## src/rtl/mdio_pkg.sv

```systemverilog
package mdio_pkg;
  typedef enum logic [1:0] {
    FK_ADDR  = 2'd0,
    FK_WRITE = 2'd1,
    FK_READ  = 2'd2
  } frame_kind_e;

  localparam logic [1:0] RA_CFG  = 2'd0;
  localparam logic [1:0] RA_CTRL = 2'd1;
  localparam logic [1:0] RA_ADDR = 2'd2;
  localparam logic [1:0] RA_DATA = 2'd3;

  localparam int CFG_BUSY  = 0;
  localparam int CFG_RDERR = 1;
  localparam int CFG_C45   = 2;
  localparam int CFG_SMPF  = 3;
  localparam int CFG_DIV   = 16;
  localparam int CTRL_DEV  = 0;
  localparam int CTRL_PORT = 8;
  localparam int CTRL_RD   = 15;
  localparam int DATA_BUSY = 31;
  localparam int FLD_W     = 5;
  localparam int WORD_W    = 16;
endpackage

```

## src/rtl/mdio_clkgen.sv

```systemverilog
module mdio_clkgen #(
  parameter int DIV_W = 9
) (
  input  logic             clk,
  input  logic             rst_n,
  input  logic             run,
  input  logic [DIV_W-1:0] div,
  output logic             mdc,
  output logic             rise_tick,
  output logic             fall_tick
);
  logic [DIV_W-1:0] cnt;
  logic             wrap;

  assign wrap      = run && (cnt == div);
  assign rise_tick = wrap && !mdc;
  assign fall_tick = wrap && mdc;

  always_ff @(posedge clk or negedge rst_n) begin
    if (!rst_n) begin
      cnt <= '0;
      mdc <= 1'b0;
    end else if (!run) begin
      cnt <= '0;
      mdc <= 1'b0;
    end else if (wrap) begin
      cnt <= '0;
      mdc <= ~mdc;
    end else begin
      cnt <= cnt + 1'b1;
    end
  end

  // the half-period counter never passes the programmed divider
  p_cnt_bound_r2: assert property (@(posedge clk) disable iff (!rst_n)
    run |-> (cnt <= div));
endmodule

```

## src/rtl/mdio_frame_seq.sv

```systemverilog
module mdio_frame_seq
  import mdio_pkg::*;
#(
  parameter int PRE_BITS = 32
) (
  input  logic              clk,
  input  logic              rst_n,
  input  logic              start,
  input  frame_kind_e       kind,
  input  logic              c45,
  input  logic [FLD_W-1:0]  port,
  input  logic [FLD_W-1:0]  dev,
  input  logic [WORD_W-1:0] payload,
  input  logic              smp_fall,
  input  logic              rise_tick,
  input  logic              fall_tick,
  input  logic              mdio_i,
  output logic              active,
  output logic              done,
  output logic              mdio_o,
  output logic              mdio_oe,
  output logic [WORD_W-1:0] rd_data,
  output logic              ta_err
);
  localparam int FRAME_BITS = PRE_BITS + 4 + 2 * FLD_W + 2 + WORD_W;
  localparam int IDX_W      = $clog2(FRAME_BITS + 1);
  localparam int REL_IDX    = PRE_BITS + 4 + 2 * FLD_W;
  localparam int TA2_IDX    = REL_IDX + 1;
  localparam int DAT_IDX    = REL_IDX + 2;

  logic [FRAME_BITS-1:0] sh;
  logic [FRAME_BITS-1:0] frame_w;
  logic [IDX_W-1:0]      idx;
  logic                  is_rd;
  logic [1:0]            st, op, ta;
  logic [WORD_W-1:0]     body;
  logic                  smp;

  always_comb begin
    if (c45) begin
      st = 2'b00;
      unique case (kind)
        FK_ADDR:  op = 2'b00;
        FK_WRITE: op = 2'b01;
        default:  op = 2'b11;
      endcase
    end else begin
      st = 2'b01;
      op = (kind == FK_READ) ? 2'b10 : 2'b01;
    end
    ta   = (kind == FK_READ) ? 2'b11 : 2'b10;
    body = (kind == FK_READ) ? '1 : payload;
  end

  assign frame_w = {{PRE_BITS{1'b1}}, st, op, port, dev, ta, body};
  assign smp     = smp_fall ? fall_tick : rise_tick;
  assign mdio_o  = sh[FRAME_BITS-1];
  assign mdio_oe = active && !(is_rd && (idx >= IDX_W'(REL_IDX)));

  always_ff @(posedge clk or negedge rst_n) begin
    if (!rst_n) begin
      sh      <= '1;
      idx     <= '0;
      active  <= 1'b0;
      done    <= 1'b0;
      is_rd   <= 1'b0;
      rd_data <= '0;
      ta_err  <= 1'b0;
    end else begin
      done <= 1'b0;
      if (start) begin
        sh      <= frame_w;
        idx     <= '0;
        active  <= 1'b1;
        is_rd   <= (kind == FK_READ);
        rd_data <= '0;
        ta_err  <= 1'b0;
      end else if (active) begin
        if (smp && is_rd) begin
          if (idx == IDX_W'(TA2_IDX)) ta_err <= mdio_i;
          if (idx >= IDX_W'(DAT_IDX)) rd_data <= {rd_data[WORD_W-2:0], mdio_i};
        end
        if (fall_tick) begin
          sh <= {sh[FRAME_BITS-2:0], 1'b1};
          if (idx == IDX_W'(FRAME_BITS - 1)) begin
            active <= 1'b0;
            done   <= 1'b1;
          end else begin
            idx <= idx + 1'b1;
          end
        end
      end
    end
  end

  // the driven bit only moves on an MDC falling edge
  p_drive_on_fall_r10: assert property (@(posedge clk) disable iff (!rst_n)
    (active && $past(active) && !$past(fall_tick)) |-> $stable(mdio_o));

  // a frame ends only on an MDC falling edge
  p_end_on_fall_r11: assert property (@(posedge clk) disable iff (!rst_n)
    done |-> $past(fall_tick));
endmodule

```

## src/rtl/mdio_regs.sv

```systemverilog
module mdio_regs
  import mdio_pkg::*;
#(
  parameter int             DIV_W   = 9,
  parameter logic [DIV_W-1:0] DIV_RST = 9'd258
) (
  input  logic              clk,
  input  logic              rst_n,
  input  logic              bus_wr,
  input  logic [1:0]        bus_waddr,
  input  logic [31:0]       bus_wdata,
  input  logic [1:0]        bus_raddr,
  output logic [31:0]       bus_rdata,
  input  logic              active,
  input  logic              done,
  input  logic [WORD_W-1:0] rd_data,
  input  logic              ta_err,
  output logic              start,
  output frame_kind_e       kind,
  output logic              c45,
  output logic              smp_fall,
  output logic [DIV_W-1:0]  div,
  output logic [FLD_W-1:0]  port,
  output logic [FLD_W-1:0]  dev,
  output logic [WORD_W-1:0] payload
);
  logic              start_q;
  logic              busy;
  logic              rd_err_q;
  logic [WORD_W-1:0] addr_q;
  logic [WORD_W-1:0] data_q;
  logic              wr_ok;

  assign busy    = active || start_q;
  assign wr_ok   = bus_wr && !busy;
  assign start   = start_q;
  assign payload = (kind == FK_ADDR) ? addr_q : data_q;

  always_ff @(posedge clk or negedge rst_n) begin
    if (!rst_n) begin
      start_q  <= 1'b0;
      kind     <= FK_WRITE;
      c45      <= 1'b0;
      smp_fall <= 1'b0;
      div      <= DIV_RST;
      port     <= '0;
      dev      <= '0;
      addr_q   <= '0;
      data_q   <= '0;
      rd_err_q <= 1'b0;
    end else begin
      start_q <= 1'b0;
      if (start_q) rd_err_q <= 1'b0;
      if (done && kind == FK_READ) begin
        rd_err_q <= ta_err;
        data_q   <= ta_err ? '1 : rd_data;
      end
      if (wr_ok) begin
        unique case (bus_waddr)
          RA_CFG: begin
            c45      <= bus_wdata[CFG_C45];
            smp_fall <= bus_wdata[CFG_SMPF];
            div      <= bus_wdata[CFG_DIV +: DIV_W];
          end
          RA_CTRL: begin
            dev  <= bus_wdata[CTRL_DEV +: FLD_W];
            port <= bus_wdata[CTRL_PORT +: FLD_W];
            if (bus_wdata[CTRL_RD]) begin
              start_q <= 1'b1;
              kind    <= FK_READ;
            end
          end
          RA_ADDR: begin
            addr_q <= bus_wdata[WORD_W-1:0];
            if (c45) begin
              start_q <= 1'b1;
              kind    <= FK_ADDR;
            end
          end
          default: begin
            data_q  <= bus_wdata[WORD_W-1:0];
            start_q <= 1'b1;
            kind    <= FK_WRITE;
          end
        endcase
      end
    end
  end

  always_comb begin
    bus_rdata = '0;
    unique case (bus_raddr)
      RA_CFG: begin
        bus_rdata[CFG_BUSY]          = busy && (kind == FK_ADDR);
        bus_rdata[CFG_RDERR]         = rd_err_q;
        bus_rdata[CFG_C45]           = c45;
        bus_rdata[CFG_SMPF]          = smp_fall;
        bus_rdata[CFG_DIV +: DIV_W]  = div;
      end
      RA_CTRL: begin
        bus_rdata[CTRL_DEV +: FLD_W]  = dev;
        bus_rdata[CTRL_PORT +: FLD_W] = port;
      end
      RA_ADDR: bus_rdata[WORD_W-1:0] = addr_q;
      default: begin
        bus_rdata[WORD_W-1:0] = data_q;
        bus_rdata[DATA_BUSY]  = busy && (kind != FK_ADDR);
      end
    endcase
  end

  // configuration cannot move while a frame is pending or running
  p_cfg_frozen_r9: assert property (@(posedge clk) disable iff (!rst_n)
    busy |=> ($stable(div) && $stable(c45) && $stable(smp_fall)));

  // a launch is only raised while the sequencer is idle
  p_launch_idle_r9: assert property (@(posedge clk) disable iff (!rst_n)
    start_q |-> !active);

  // a flagged read leaves all ones in the data register
  p_err_ones_r8: assert property (@(posedge clk) disable iff (!rst_n)
    (rd_err_q && !busy) |-> (data_q == '1));
endmodule

```

## src/rtl/mdio_mgmt_master.sv

```systemverilog
module mdio_mgmt_master
  import mdio_pkg::*;
#(
  parameter int               PRE_BITS = 32,
  parameter int               DIV_W    = 9,
  parameter logic [DIV_W-1:0] DIV_RST  = 9'd258
) (
  input  logic        clk,
  input  logic        rst_n,
  input  logic        bus_wr,
  input  logic [1:0]  bus_waddr,
  input  logic [31:0] bus_wdata,
  input  logic [1:0]  bus_raddr,
  output logic [31:0] bus_rdata,
  output logic        mdc,
  output logic        mdio_o,
  output logic        mdio_oe,
  input  logic        mdio_i
);
  logic              start, c45, smp_fall, active, done, ta_err;
  logic              rise_tick, fall_tick;
  frame_kind_e       kind;
  logic [DIV_W-1:0]  div;
  logic [FLD_W-1:0]  port, dev;
  logic [WORD_W-1:0] payload, rd_data;

  mdio_regs #(.DIV_W(DIV_W), .DIV_RST(DIV_RST)) u_regs (
    .clk(clk), .rst_n(rst_n),
    .bus_wr(bus_wr), .bus_waddr(bus_waddr), .bus_wdata(bus_wdata),
    .bus_raddr(bus_raddr), .bus_rdata(bus_rdata),
    .active(active), .done(done), .rd_data(rd_data), .ta_err(ta_err),
    .start(start), .kind(kind), .c45(c45), .smp_fall(smp_fall),
    .div(div), .port(port), .dev(dev), .payload(payload)
  );

  mdio_clkgen #(.DIV_W(DIV_W)) u_clk (
    .clk(clk), .rst_n(rst_n), .run(active), .div(div),
    .mdc(mdc), .rise_tick(rise_tick), .fall_tick(fall_tick)
  );

  mdio_frame_seq #(.PRE_BITS(PRE_BITS)) u_seq (
    .clk(clk), .rst_n(rst_n), .start(start), .kind(kind), .c45(c45),
    .port(port), .dev(dev), .payload(payload), .smp_fall(smp_fall),
    .rise_tick(rise_tick), .fall_tick(fall_tick), .mdio_i(mdio_i),
    .active(active), .done(done), .mdio_o(mdio_o), .mdio_oe(mdio_oe),
    .rd_data(rd_data), .ta_err(ta_err)
  );

  // between frames the bus is quiet and undriven
  p_idle_quiet_r11: assert property (@(posedge clk) disable iff (!rst_n)
    !active |-> (!mdc && !mdio_oe));
endmodule

```

## config.mk

```make
export PLATFORM = sky130hd
export DESIGN_NAME = mdio_mgmt_master
export DESIGN_NICKNAME = d
export VERILOG_FILES = /design/src/rtl/mdio_pkg.sv /design/src/rtl/mdio_clkgen.sv /design/src/rtl/mdio_frame_seq.sv /design/src/rtl/mdio_regs.sv /design/src/rtl/mdio_mgmt_master.sv
export SDC_FILE = /design/constraint.sdc
export NUM_CORES = 1
export LEC_CHECK = 0
export BUFFER_PORTS_ARGS = -buffer_cell sky130_fd_sc_hd__buf_2
export CORE_UTILIZATION = 50
export CTS_CLUSTER_DIAMETER = 200
export CTS_CLUSTER_SIZE = 8
export DETAILED_ROUTE_END_ITERATION = 10
export PLACE_DENSITY = 0.69
export SYNTH_ARGS = -nofsm -noshare
export SYNTH_HDL_FRONTEND = slang
export SYNTH_HIERARCHICAL = 1
export SYNTH_SLANG_ARGS = --single-unit
```

## constraint.sdc

```tcl
create_clock -name clk -period 6.2 [get_ports clk]
set_input_delay 1.24 -clock clk [delete_from_list [all_inputs] [get_ports clk]]
set_output_delay 1.24 -clock clk [all_outputs]
set_load 0.05 [all_outputs]
```

== Yosys cells after proc, flatten, opt, wreduce, memory -nomap -nowiden ==
Cells that the tools add are included.
Operators by class
  $add $sub $neg: 2
  multiply operators: 0
  divide/modulo/power cells: 0
  magnitude comparators: 2
  equality and inequality tests: 13
  shift-type cells: 0
  mux-type cells: 55
  bitwise logic cells: 2
  reductions and logical operators: 35
Operators by type and width (count)
  two-way mux 64 bit: 3
  two-way mux 16 bit: 10
  two-way mux 7 bit: 4
  two-way mux 9 bit: 3
  two-way mux 1 bit: 23
  one-hot mux 5 bit (3 select lines): 1
  equality test 7 x 6 -> 1 bit (second input constant): 2
  >= comparator 7 x 6 -> 1 bit (second input constant): 2
  nonzero test 2 bit: 7
  one-hot mux 3 bit (2 select lines): 2
  one-hot mux 4 bit (3 select lines): 1
  logical AND 1 bit: 10
  adder 9 x 1 -> 9 bit (second input constant): 1
  equality test 9 bit: 1
  AND reduction 3 bit: 3
  two-way mux 2 bit: 4
  AND reduction 2 bit: 4
  adder 7 x 1 -> 7 bit (second input constant): 1
  equality test 2 x 1 -> 1 bit (second input constant): 3
  equality test 2 bit (second input constant): 3
  zero test 2 bit: 3
  != test 2 bit (second input constant): 3
  one-hot mux 1 bit (3 select lines): 2
  one-hot mux 2 bit (3 select lines): 1
  8 further kinds: 12
Storage, ports and cells
  register bits: 158
  bits in latches: 0
  bits in writable memories: 0
  memory bits (read-only): 0
  input port bits: 40
  output and inout bits: 35
  logic and storage cells: 128
  memories kept: 0

== Longest topological paths before layout ==
  depth after elaboration: 8
  depth in mapped cells: 10
  gate-level depth less buffers: 8

== Hierarchy ==
The synthesis kept the hierarchy.
By module, submodules not included
  mdio_frame_seq: instances 1, cells each 411, area an instance 4151.5 sq um, sequential area each 2357.3 sq um
  mdio_regs: instances 1, cells each 269, area an instance 3109.2 sq um, sequential area each 1430.1 sq um
  mdio_clkgen: instances 1, cells each 58, area an instance 571.8 sq um, sequential area each 250.2 sq um

== Least setup slack after synthesis ==
Ideal clock, no wire load.
  kind: in2out
  start point: in bus_raddr[1]
  end point: out bus_rdata[31]
  arrival: 2.944 ns
  required time: 4.960 ns
  slack: 2.016 ns
  cell stages on the path: 4
  buffers on the path: 2
  cells stage by stage: clkbuf_1 -> clkbuf_1 -> nand2_1 -> nor3_1
On the way
  longest elaborated chain between the ends: 3
  elaborated cells on any way between the ends: 5
  those cells by class: 2 x eq/ne; 1 x mux; 2 x reduce/logical
Ends and longest elaborated chain
  start, declared: line mdio_mgmt_master.sv:13  | input logic [1:0] bus_raddr,
  equality test 2 x 1 -> 1 bit, or another cell as far along: line mdio_regs.sv:92  | unique case (bus_raddr)
  OR reduction 3 bit (no line) (*)
  two-way mux 1 bit (*): line mdio_regs.sv:92
  end, declared: line mdio_mgmt_master.sv:14  | output logic [31:0] bus_rdata,
Every way passes the cells marked *; elsewhere a longest branch is shown, timed or not.

== Worst setup path in the final report ==
  start point: reg u_regs.start_q, in the netlist u_regs/start
  end point: out bus_rdata[0]
On the way
  longest elaborated chain between the ends: 3
Ends and longest elaborated chain
  start, declared: line mdio_regs.sv:27  | logic start_q;
  start signal, assigned: line mdio_regs.sv:41  | start_q <= 1'b0;
  start signal, assigned: line mdio_regs.sv:52  | start_q <= 1'b0;
  start signal, assigned: line mdio_regs.sv:69  | start_q <= 1'b1;
  logical OR 1 bit: line mdio_regs.sv:34  | assign busy = active || start_q;
  logical AND 1 bit: line mdio_regs.sv:94  | bus_rdata[CFG_BUSY] = busy && (kind == FK_ADDR);
  one-hot mux 4 bit (3 select lines): line mdio_regs.sv:92
Every way passes these cells.

==> summary.txt <==
Floorplan
  – Ports: 75
  – Die Ht: 127 um
  – Die ar.: 16200 um^2
  – Rows: 45
  – Core area: 15300 um^2
  – Die W: 127 um
  – Starting Density: 0.513

Hold path
  – HP Class: reg -> reg
  – Hold_sp: u_seq/sh[30]$_DFFE_PN1P_
  – Hold path cells: 2
  – Hold Crit Endpoint: u_seq/sh[31]$_DFFE_PN1P_

Global routing
  – Largest net degree at the start of global routing: 111
  – First-pass GRT wire length: 28.0 mm
  – Grt met2 use: 0.350
  – Met3 global-route usage: 0.0456
  – GR Layer Usage met1: 0.306
  – GRT Overall Usage: 0.220
  – Initial antenna violation count: 0
  – GRT busiest layer: met2
  – Vias in the first global route: 5537
  – Global route overflow: 0

Worst setup path
  – Critical path class: reg -> out
  – R2r endpoint: u_seq/idx[5]$_DFFE_PN0P_
  – Worst path max stage delay: 0.70 ns
  – Worst r2r src: u_regs/div[8]$_DFFE_PN1P_
  – Startpoint Class: flip-flop
  – Setup crit end kind: primary output
  – CP startpoint: u_regs/start$_DFF_PN0_
  – CP arrival: 2.61 ns
  – Top fanout value on the critical path: 110
  – CP max stage cell: buf_4
  – Reg2reg path depth: 9
  – Critical Path RT: 4.96 ns
  – R2R setup slack: 2.92 ns
  – Worst-path cell chain: buf_4 -> nor2_1 -> nor3_1 -> mux4_2 -> buf_2

Yosys
  – Synthesized area: 7830 um^2
  – Commonest cells in the netlist: nand2_1, nor2_1, dfrtp_1
  – Ys async rst share: 1.00
  – Netlist cell types: 60
  – Synth top area cells: dfrtp_1, dfstp_2, mux2_2
  – Top cell type's share of synthesized area: 0.291
  – EDFF count, synth: 0
  – Synthesis Warnings: 6
  – Most frequent cell after synthesis: nand2_1
  – Cell taking the most area after synthesis: dfrtp_1
  – Syn Area/Cell: 10.6 um^2
  – Flops & latches, synth: 158
  – Most used DFF post-synth: dfrtp_1
  – Synthesized instance count: 738
  – Seq/Total Area, Yosys: 0.515

CTS
  – # resized after CTS: 0
  – Hold_buf cts: 0
  – Root Buffer Master: clkbuf_16
  – Sink Count: 158
  – CTS tree: built
  – Skew-Pair Late Insertion Delay: 0.42 ns
  – H-tree depth: 4
  – Num CTS Buffers: 17
  – Clk buf depth: 2
  – Clock Pin Slew Worst Setup and Hold Paths: 0.06 ns
  – Post-CTS setup buffers: 0

STA
  – Fin crit share: 0.621
  – Hold violation count in the final report: 0
  – Slew HR: 0.234
  – Fmax: 260 MHz
  – Final worst-path setup slack: 2.35 ns
  – Setup_tns: 0 ns
  – Final setup vio count: 0
  – Tmin final: 3.85 ns
  – Worst-margin pin slew: 1.15 ns
  – RSZ-0062 raised after global routing: false
  – Pins Over Slew Limit: 0
  – Clock Skew: 0.00784 ns

Placed design
  – HPWL Detailed: 10.3 mm
  – GPL Wtd Cong: 0.790
  – Placed cell count: 969
  – Post-Place Cell Area: 8210 um^2
  – Post-place setup slack: 2.36 ns
  – Number of buffers added on ports: 61

Detailed routing
  – Routed WL: 16.5 mm
  – Via Count: 5452
  – Via-per-instance ratio: 5.45
  – Pre-Repair DR Iteration Count: 4
  – Antenna Nets Post-Route: 0
  – Residual DRC count: 0
  – Initial detailed-routing violation count: 362
  – WL/cell: 16.5 um

Power
  – Pwr dens: 471 nW/um^2
  – Worst vdd rail ir drop: 0.234 mV
  – Pleak: 0.00384 uW

Layout
  – Non-filler cells, final: 1001
  – Ant. Diodes: 0
  – Post-route cell area: 8840 um^2
  – Share of layout cells above drive strength 1: 0.311
  – Finished Core Util: 0.580
  – Synth-to-Final Area Change: 12.9%
  – Layout Nets: 826

Status
  – Status: completed

Flow run
  – Maxcap violations: 0
## power breakdown
group	internal (uW)	leakage [uW]	switching, uW
sequential	1560	0.00186	301
combinational	537	0.00168	649
clock	712	0.000304	402
## cells by family (layout without fill, tap and decap cells)
group,Yosys count,count (layout),share of synthesized area
fa+ha+maj,9,9,0.0144
flops,158,158,0.515
buf+inv,61,108,0.0374
mux,99,99,0.143
simple gates,312,312,0.190
compound gates,79,79,0.0780
other cells,1,6,0.000479
xor+xnor,19,19,0.0212
## state kept, by name, summed over array words and instances (netlist names)
| signal | count |
|---|---|
| u_seq/sh | 64 |
| u_regs/addr_q | 16 |
| u_regs/data_q | 16 |
| u_seq/rd_data | 16 |
| u_clk/cnt | 9 |
| u_regs/div | 9 |
| u_seq/idx | 7 |
| u_regs/dev | 5 |
| u_regs/port | 5 |
| u_regs/kind | 2 |
| u_clk/mdc | 1 |
| u_regs/c45 | 1 |
| u_regs/rd_err_q | 1 |
| u_regs/smp_fall | 1 |
| u_regs/start | 1 |
| u_seq/active | 1 |
| u_seq/done | 1 |
| u_seq/is_rd | 1 |
| u_seq/ta_err | 1 |
## how the worst max path moves through the flow
stage                    endpoint  slack (ns)  cells past startpoint
finish               bus_rdata[0]        2.35                      5
floorplan           bus_rdata[31]        2.02                      4
global placement     bus_rdata[4]        2.35                      4
global route         bus_rdata[0]        2.17                      5
detailed placement   bus_rdata[4]        2.36                      4
CTS                  bus_rdata[0]        2.30                      5
## worst max-delay path, delay by kind of cell, from the launching register on
| kind | cells | cell delay [ns] |
|---|---|---|
| and+or+nand+nor | 2 | 0.57 |
| DFF | 1 | 0.33 |
| muxes | 1 | 0.29 |
| buffers and inverters | 2 | 0.99 |
## stage by stage
stage | total power [uW] | hold WS, ns
3_3_place_gp | 3000 | 0.456
4_1_cts | 4200 | 0.473
3_5_place_dp | 3060 | 0.464
6_report | 4160 | 0.469
2_1_floorplan | 2740 | 0.448
5_1_grt | 4400 | 0.498
## layout by cell type, fill, tap and decap left out, types with 12 or more instances in the layout
cell       Yosys  routed
dfrtp_1       91      90
o21ai_0       12      12
mux2_2        59      59
nand2_1      108     108
nor2_1       101     101
nand3b_1      35      35
dfstp_2       67      67
buf_2         10      60
nor3_1        22      22
o22a_1        15      15
xnor2_1       15      15
o31ai_1       17      17
clkbuf_16      0      17
mux2i_1       34      34
## per-layer routing
layer | share of wire | routed length, um
met2 | 0.48 | 7990
met3 | 0.037 | 607
met4 | 0.013 | 220
met1 | 0.47 | 7680
met5 | 0 | 0
## final cells by class
class / count / area (um^2)
clock inverters: 12 / 194
inverters: 9 / 33.8
clock buffers: 20 / 437
flip-flops and latches: 158 / 4040
fillers: 1288 / 6410
multi-input cells: 524 / 3520
well taps: 211 / 264
repair buffers: 67 / 357
Note: power is estimated with default switching activity, not from simulation.
